[src/rtl/pinmux_pkg.sv]
package pinmux_pkg;
    localparam int unsigned SPI_PINS   = 4;
    localparam int unsigned SYNC_DEPTH = 2;
    localparam int unsigned ADDR_W     = 2;

    typedef enum logic [ADDR_W-1:0] {
        REG_DATA  = 2'd0,
        REG_INPUT = 2'd1,
        REG_DIR   = 2'd2
    } reg_sel_e;

    typedef enum logic [1:0] {
        OWN_GPIO = 2'd0,
        OWN_SPI  = 2'd1,
        OWN_PWM  = 2'd2
    } owner_e;
endpackage

[src/rtl/pinmux_sync.sv]
module pinmux_sync #(
    parameter int unsigned WIDTH = 8,
    parameter int unsigned DEPTH = 2
) (
    input  logic             clk,
    input  logic             rst_n,
    input  logic [WIDTH-1:0] din,
    output logic [WIDTH-1:0] dout
);
    typedef struct packed {
        logic [DEPTH-1:0][WIDTH-1:0] stg;
    } sync_state_t;

    sync_state_t st_d, st_q;

    always_comb begin
        st_d.stg[0] = din;
        for (int i = 1; i < DEPTH; i++) begin
            st_d.stg[i] = st_q.stg[i-1];
        end
    end

    always_ff @(posedge clk or negedge rst_n) begin
        if (!rst_n) st_q <= '0;
        else        st_q <= st_d;
    end

    assign dout = st_q.stg[DEPTH-1];
endmodule

[src/rtl/pinmux_regs.sv]
module pinmux_regs
    import pinmux_pkg::*;
#(
    parameter int unsigned WIDTH = 8
) (
    input  logic              clk,
    input  logic              rst_n,
    input  logic              wr_en,
    input  logic [ADDR_W-1:0] addr,
    input  logic [WIDTH-1:0]  wdata,
    input  logic [WIDTH-1:0]  pin_lvl,
    output logic [WIDTH-1:0]  rdata,
    output logic [WIDTH-1:0]  data_o,
    output logic [WIDTH-1:0]  dir_o
);
    typedef struct packed {
        logic [WIDTH-1:0] data;
        logic [WIDTH-1:0] dir;
    } reg_state_t;

    reg_state_t st_d, st_q;

    always_comb begin
        st_d = st_q;
        if (wr_en) begin
            case (reg_sel_e'(addr))
                REG_DATA: st_d.data = wdata;
                REG_DIR:  st_d.dir  = wdata;
                default:  ;
            endcase
        end
    end

    always_ff @(posedge clk or negedge rst_n) begin
        if (!rst_n) st_q <= '0;
        else        st_q <= st_d;
    end

    always_comb begin
        case (reg_sel_e'(addr))
            REG_DATA:  rdata = (st_q.dir & st_q.data) | (~st_q.dir & pin_lvl);
            REG_INPUT: rdata = pin_lvl;
            REG_DIR:   rdata = st_q.dir;
            default:   rdata = '0;
        endcase
    end

    assign data_o = st_q.data;
    assign dir_o  = st_q.dir;
endmodule

[src/rtl/pinmux_pin_sel.sv]
module pinmux_pin_sel
    import pinmux_pkg::*;
#(
    parameter bit HAS_SPI      = 1'b0,
    parameter bit CAN_SHUTDOWN = 1'b0
) (
    input  logic pwm_en,
    input  logic pwm_lvl,
    input  logic shutdown,
    input  logic spi_en,
    input  logic spi_lvl,
    input  logic spi_drv,
    input  logic gpio_dir,
    input  logic gpio_lvl,
    output logic oe,
    output logic lvl
);
    owner_e owner;

    always_comb begin
        if (pwm_en)                  owner = OWN_PWM;
        else if (HAS_SPI && spi_en)  owner = OWN_SPI;
        else                         owner = OWN_GPIO;
    end

    always_comb begin
        case (owner)
            OWN_PWM: begin
                oe  = !(CAN_SHUTDOWN && shutdown);
                lvl = pwm_lvl;
            end
            OWN_SPI: begin
                oe  = spi_drv;
                lvl = spi_lvl;
            end
            default: begin
                oe  = gpio_dir;
                lvl = gpio_lvl;
            end
        endcase
    end
endmodule

[src/rtl/pin_mux_port.sv]
module pin_mux_port
    import pinmux_pkg::*;
#(
    parameter int unsigned NUM_PINS = 8
) (
    input  logic                clk,
    input  logic                rst_n,
    input  logic                bus_sel,
    input  logic                bus_wr,
    input  logic [ADDR_W-1:0]   bus_addr,
    input  logic [NUM_PINS-1:0] bus_wdata,
    output logic [NUM_PINS-1:0] bus_rdata,
    input  logic [NUM_PINS-1:0] pwm_en,
    input  logic [NUM_PINS-1:0] pwm_out,
    input  logic                pwm_shutdown,
    input  logic                spi_en,
    input  logic [SPI_PINS-1:0] spi_out,
    input  logic [SPI_PINS-1:0] spi_oe,
    input  logic [NUM_PINS-1:0] pad_in,
    output logic [NUM_PINS-1:0] pad_oe,
    output logic [NUM_PINS-1:0] pad_out,
    output logic [NUM_PINS-1:0] pin_sync
);
    localparam int unsigned TOP_PIN = NUM_PINS - 1;
    localparam int unsigned PAD_W   = NUM_PINS - SPI_PINS;

    logic [NUM_PINS-1:0] gpio_data;
    logic [NUM_PINS-1:0] gpio_dir;
    logic [NUM_PINS-1:0] spi_out_w;
    logic [NUM_PINS-1:0] spi_oe_w;

    assign spi_out_w = {{PAD_W{1'b0}}, spi_out};
    assign spi_oe_w  = {{PAD_W{1'b0}}, spi_oe};

    pinmux_sync #(
        .WIDTH (NUM_PINS),
        .DEPTH (SYNC_DEPTH)
    ) i_sync (
        .clk   (clk),
        .rst_n (rst_n),
        .din   (pad_in),
        .dout  (pin_sync)
    );

    pinmux_regs #(
        .WIDTH (NUM_PINS)
    ) i_regs (
        .clk     (clk),
        .rst_n   (rst_n),
        .wr_en   (bus_sel && bus_wr),
        .addr    (bus_addr),
        .wdata   (bus_wdata),
        .pin_lvl (pin_sync),
        .rdata   (bus_rdata),
        .data_o  (gpio_data),
        .dir_o   (gpio_dir)
    );

    for (genvar p = 0; p < NUM_PINS; p++) begin : g_pin
        pinmux_pin_sel #(
            .HAS_SPI      (p < SPI_PINS),
            .CAN_SHUTDOWN (p == TOP_PIN)
        ) i_sel (
            .pwm_en   (pwm_en[p]),
            .pwm_lvl  (pwm_out[p]),
            .shutdown (pwm_shutdown),
            .spi_en   (spi_en),
            .spi_lvl  (spi_out_w[p]),
            .spi_drv  (spi_oe_w[p]),
            .gpio_dir (gpio_dir[p]),
            .gpio_lvl (gpio_data[p]),
            .oe       (pad_oe[p]),
            .lvl      (pad_out[p])
        );
    end
endmodule

[config.mk]
export PLATFORM = sky130hd
export DESIGN_NAME = pin_mux_port
export DESIGN_NICKNAME = d
export VERILOG_FILES = /design/src/rtl/pinmux_pkg.sv /design/src/rtl/pinmux_sync.sv /design/src/rtl/pinmux_regs.sv /design/src/rtl/pinmux_pin_sel.sv /design/src/rtl/pin_mux_port.sv
export SDC_FILE = /design/constraint.sdc
export NUM_CORES = 1
export LEC_CHECK = 0
export BUFFER_PORTS_ARGS = -buffer_cell sky130_fd_sc_hd__buf_2
export CELL_PAD_IN_SITES_DETAIL_PLACEMENT = 1
export CELL_PAD_IN_SITES_GLOBAL_PLACEMENT = 1
export CORE_MARGIN = 5
export CORE_UTILIZATION = 37
export DETAILED_ROUTE_END_ITERATION = 12
export HOLD_SLACK_MARGIN = 0.1
export MAX_ROUTING_LAYER = met4
export PLACE_DENSITY_LB_ADDON = 0.1
export SLEW_MARGIN = 20
export SYNTH_ARGS = -nofsm -noshare
export SYNTH_HDL_FRONTEND = slang
export SYNTH_SLANG_ARGS = --single-unit
[constraint.sdc]
create_clock -name clk -period 3.41 [get_ports clk]
set_clock_uncertainty 0.2 [all_clocks]
set_input_delay 0.341 -clock clk [delete_from_list [all_inputs] [get_ports clk]]
set_output_delay 0.341 -clock clk [all_outputs]
set_load 0.05 [all_outputs]
# Yosys cells after proc, flatten, opt, wreduce, memory -nomap -nowiden
# Index checks and enable logic that the tools add are counted.
dict set report word_totals {
  ff_bits 32
  output_inout_bits 32
  elab_cells 57
}
dict set report classes {
  bitwise_logic 4
  reduce_logical 5
  n_mux 26
  n_eq_ne 18
}
# op n
set op_table {}
lappend op_table {{$pmux W1 S2} 16}
lappend op_table {{$pmux W8 S3} 1}
lappend op_table {{$eq A2 B1 Y1 const B} 9}
lappend op_table {{$eq A2 B2 Y1 const B} 9}
lappend op_table {{$and A8 B8 Y8} 2}
lappend op_table {{$mux W2} 8}
lappend op_table {{$not A8 Y8} 1}
lappend op_table {{$or A8 B8 Y8} 1}
lappend op_table {{$reduce_and A2 Y1} 2}
lappend op_table {{$logic_not A2 Y1} 1}
lappend op_table {{$logic_and A1 B1 Y1} 1}
lappend op_table {{$logic_not A1 Y1} 1}
lappend op_table {{$mux W1} 1}

# Depth between registers and ports, before layout
dict set report logic_depth {
  ltp_word 4
  mapped_depth 4
  depth_no_buf 2
}

# Hierarchy
# Synthesis repeated with hierarchy kept, for this count alone.
dict set report hier_totals {
  cells_unflattened 116
  hier_area_um2 1480.2
}
# module area_each_um2 seq_area_each_um2 n_inst cells_each
set modules_own_cells {}
lappend modules_own_cells {pinmux_regs 847.1 400.4 1 69}
lappend modules_own_cells {pinmux_sync 400.4 400.4 1 16}
lappend modules_own_cells {{pinmux_pin_sel at g_pin[0].i_sel ...} 33.8 0.0 4 5}
lappend modules_own_cells {{pinmux_pin_sel at g_pin[4].i_sel ...} 21.3 0.0 3 2}
lappend modules_own_cells {{pinmux_pin_sel at g_pin[7].i_sel} 23.8 0.0 1 3}
lappend modules_own_cells {pin_mux_port 10.0 0.0 1 2}

# Least setup slack after synthesis
# OpenSTA, ideal clock, no wires.
dict set report synth_path {
  path_type {input to output}
  start {in bus_addr[1]}
  end {out bus_rdata[3]}
  t_arrival_ps 1583
  required_ps 2869
  path_buffers 2
  setup_slack_ps 1286
  cell_stages 4
  cell_sequence {buf_6 clkbuf_1 nor2_1 mux2i_1}
}
dict set report synth_via {
  elab_chain_len 2
}
# element line_no
set synth_rtl {}
lappend synth_rtl {{start: declaration} pin_mux_port.sv:10} ;# input logic [ADDR_W-1:0] bus_addr,
lappend synth_rtl {{$eq A2 B2 Y1, or another cell as far along} pinmux_regs.sv:40} ;# case (reg_sel_e'(addr))
lappend synth_rtl {{$pmux W8 S3 (*)} pinmux_regs.sv:40}
lappend synth_rtl {{end: declaration} pin_mux_port.sv:12} ;# output logic [NUM_PINS-1:0] bus_rdata,
# Every way passes the cells marked *; elsewhere a longest branch is shown, timed or not.

# Worst setup path after layout
dict set report layout_path {
  start {reg i_regs.st_q, in the netlist i_regs.dir_o[3]}
  end {out bus_rdata[3]}
}
dict set report layout_via {
  elab_chain_len 4
}
# element line_no
set layout_rtl {}
lappend layout_rtl {{start: declaration} pinmux_regs.sv:21} ;# reg_state_t st_d, st_q;
lappend layout_rtl {{start signal: assignment} pinmux_regs.sv:36} ;# else st_q <= st_d;
lappend layout_rtl {{$not A8 Y8} pinmux_regs.sv:41} ;# REG_DATA: rdata = (st_q.dir & st_q.data) | (~st_q.dir & pin_lvl);
lappend layout_rtl {{$and A8 B8 Y8} pinmux_regs.sv:41}
lappend layout_rtl {{$or A8 B8 Y8} pinmux_regs.sv:41}
lappend layout_rtl {{$pmux W8 S3 (*)} pinmux_regs.sv:40}
# Marked as above.

==> impl_metrics.csv <==
group,metric,value,unit
status,outcome,"finished clean",
cts,root_buffer,"clkbuf_8",
timing,finalSetupTns,0,ps
setup_path,critical_path.cell_chain,"nor2b_1 -> mux2i_1 -> buf_2",
synthesis,synth_area,1630,sq um
min_path,holdPathEnd,"i_regs.dir_o[6]",
drt,wire_per_inst,15.1,microns
floorplan,core,4320,sq um
setup_path,cpMaxStageDelayCell,"dfrtp_1",
global_route,antenna_found_initial,0,
synthesis,ys.warnings.count,0,
setup_path,r2r-end,"i_regs.dir_o[6]",
global_route,grt-ovfl-total,0,
cts,clock_latency,280,ps
global_route,grt_pass1_wl,6740,microns
placement,globalplace.congestion,0.679,
placement,place_area,1940,sq um
power,powerDensity,523,nW/um^2
cells_and_area,drive_gt1_share,47.7,%
setup_path,cp.required,2870,ps
drt,via_count,1245,
global_route,track_usage,14.6,%
synthesis,synth_seq_area_share,49.2,%
floorplan,die_area,5830,sq um
timing,finalHoldViolCount,0,
timing,grt_setup_unrepaired,"no",
floorplan,die_width,76.4,microns
setup_path,slowest_delay,370,ps
drt,dr.pass1.iters,4,
synthesis,synth_cell_types,19,
cells_and_area,fin_nets,261,
setup_path,cp.arrival,1330,ps
setup_path,r2r_start,"i_regs.dir_o[6]",
cells_and_area,antenna_cells,0,
cts,cts_resized,0,
cells_and_area,area_growth,34.3,%
min_path,min_from,"bus_wdata[6]",
drt,wl,4020,microns
cts,htreeDepth,2,
cts,clock_sinks,32,
placement,portBuffers,79,
drt,dr.first_iter.drc_count,15,
cts,post_cts_buffers,0,
power,irDropWorstVdd,0.301,mV
floorplan,initial_utilization,37.7,%
cts,cts_buffers,5,
floorplan,die_height,76.4,microns
drt,drc,0,
setup_path,end_kind,"primary output",
timing,tightest_slew,766,ps
setup_path,cp-start-kind,"flop",
floorplan,ios,80,
floorplan,rows,24,
timing,slew-limit-headroom,48.9,%
cts,cts_tree,"built",
cts,path_clk_slew,70,ps
min_path,worst_hold_path.num_cells,2,
drt,postRouteAntennaNets,0,
power,finalPower,0.00115,W
setup_path,r2r_slack,2400,ps
placement,place_hpwl,3080,microns
synthesis,synth.top_cell.area_share,49.2,%
synthesis,avgSynthCellArea,12.4,sq um
timing,max_freq,0.533,GHz
global_route,grt_start_max_net_pins,33,
cells_and_area,fin_util,50.6,%
global_route,grt_pass1_vias,1434,
timing,maxSlewViolCount,0,
power,leakage,1.12,nW
setup_path,path_max_fanout,3,
drt,via_per_inst,4.68,
cells_and_area,postLayoutCellArea,2190,sq um
setup_path,path_class,"reg -> out",
timing,post-route-period-util,55.0,%
cts,hold_buffers,16,
timing,period_needed,1870,ps
synthesis,yosysTopAreaCell,"dfrtp_1",
timing,setup_viol,0,
cts,cts_buffer_depth,2,
synthesis,syn-instance-count,131,
flow_run,drv_cap,0,
synthesis,yosys-top-cells-area,"dfrtp_1 49%, mux2i_1 7.4%, buf_4 7.4%, mux2_4 7.4%, mux2_1 5.5%",
synthesis,ys_ff_latch,32,
setup_path,worstRegToRegCells,1,
synthesis,syn_nets,179,
min_path,hp-class,"in -> reg",
[power breakdown]
group          total [W]  internal [W]  switching (W)
registers       0.000471      0.000432      0.0000396
logic           0.000375      0.000142       0.000233
clock network   0.000299      0.000164       0.000134
[final cells by class]
class | instances | area, sq um
fillers | 497 | 2140
flip-flops and latches | 32 | 801
multi-input cells | 79 | 677
repair buffers | 95 | 556
clock buffers | 8 | 90.1
well taps | 52 | 65.1
[synth_stat cells]
cell / count
dfrtp_1: 32
nand4b_4: 1
nor2b_1: 6
a211o_1: 4
mux2i_1: 12
nor2_1: 9
clkbuf_1: 1
mux2_4: 8
nor4bb_4: 1
buf_6: 2
o21ai_0: 4
mux2_1: 8
nand2_1: 4
buf_4: 16
a21oi_1: 1
nand2b_1: 14
or2_2: 3
buf_2: 1
mux2_2: 4
[metal layers]
| layer | GRT usage (%) | vias to the layer above | part of all wire (%) | routed length [microns] |
|---|---|---|---|---|
| li1 | - | 589 | - | - |
| met1 | 16.4 | 598 | 41 | 1630 |
| met2 | 24.3 | 53 | 51 | 2040 |
| met3 | 4.61 | 5 | 7.1 | 286 |
| met4 | 5.24 | 0 | 1.4 | 58 |
| met5 | - | - | 0 | 0 |
[layout by cell type, fill, tap and decap left out, drive strengths merged, types with 3 or more instances in the layout]
master	instances
nand2	4
mux2	20
nor2	9
or2	3
nor2b	6
a211o	4
clkbuf	8
dfrtp	32
buf	79
o21ai	4
nand2b	14
dlygate4sd3	16
mux2i	12
[registers in the layout, summed over array words and instances (netlist names)]
signal and flops:
i_regs.dir_o 8, i_sync.dout 8, i_sync.st_d 8, i_regs.data_o 8
[through the flow]
stage	worst slack [ps]	std cells	hold slack (ps)
after floorplan	1290	131	-155
after global placement	1430	242	131
after detailed placement	1410	242	141
after CTS	1530	266	113
after global routing	1460	266	115
final	1540	266	116
[worst max-delay path by stage]
stage	start	end	slack (ps)	cells past startpoint
CTS	i_regs.dir_o[3]	bus_rdata[3]	1530	3
floorplan	bus_addr[1]	bus_rdata[3]	1290	4
detailed placement	bus_addr[1]	i_regs.data_o[4]	1410	3
global route	i_regs.dir_o[3]	bus_rdata[3]	1460	3
finish	i_regs.dir_o[3]	bus_rdata[3]	1540	3
global placement	bus_addr[1]	i_regs.data_o[1]	1430	3
[cell families after synthesis]
group	synth area share, %
buffers and inverters	9.29
AOI/OAI and AO/OA	3.69
and+or+nand+nor	14.8
DFF	49.2
muxes	23.0
[critical path, delay by kind of cell, from the launching register on]
kind | cells | cell delay [ps]
muxes | 1 | 200
DFF | 1 | 370
and+or+nand+nor | 1 | 200
buffers and inverters | 1 | 280
Note: power is estimated with default switching activity, not from simulation.
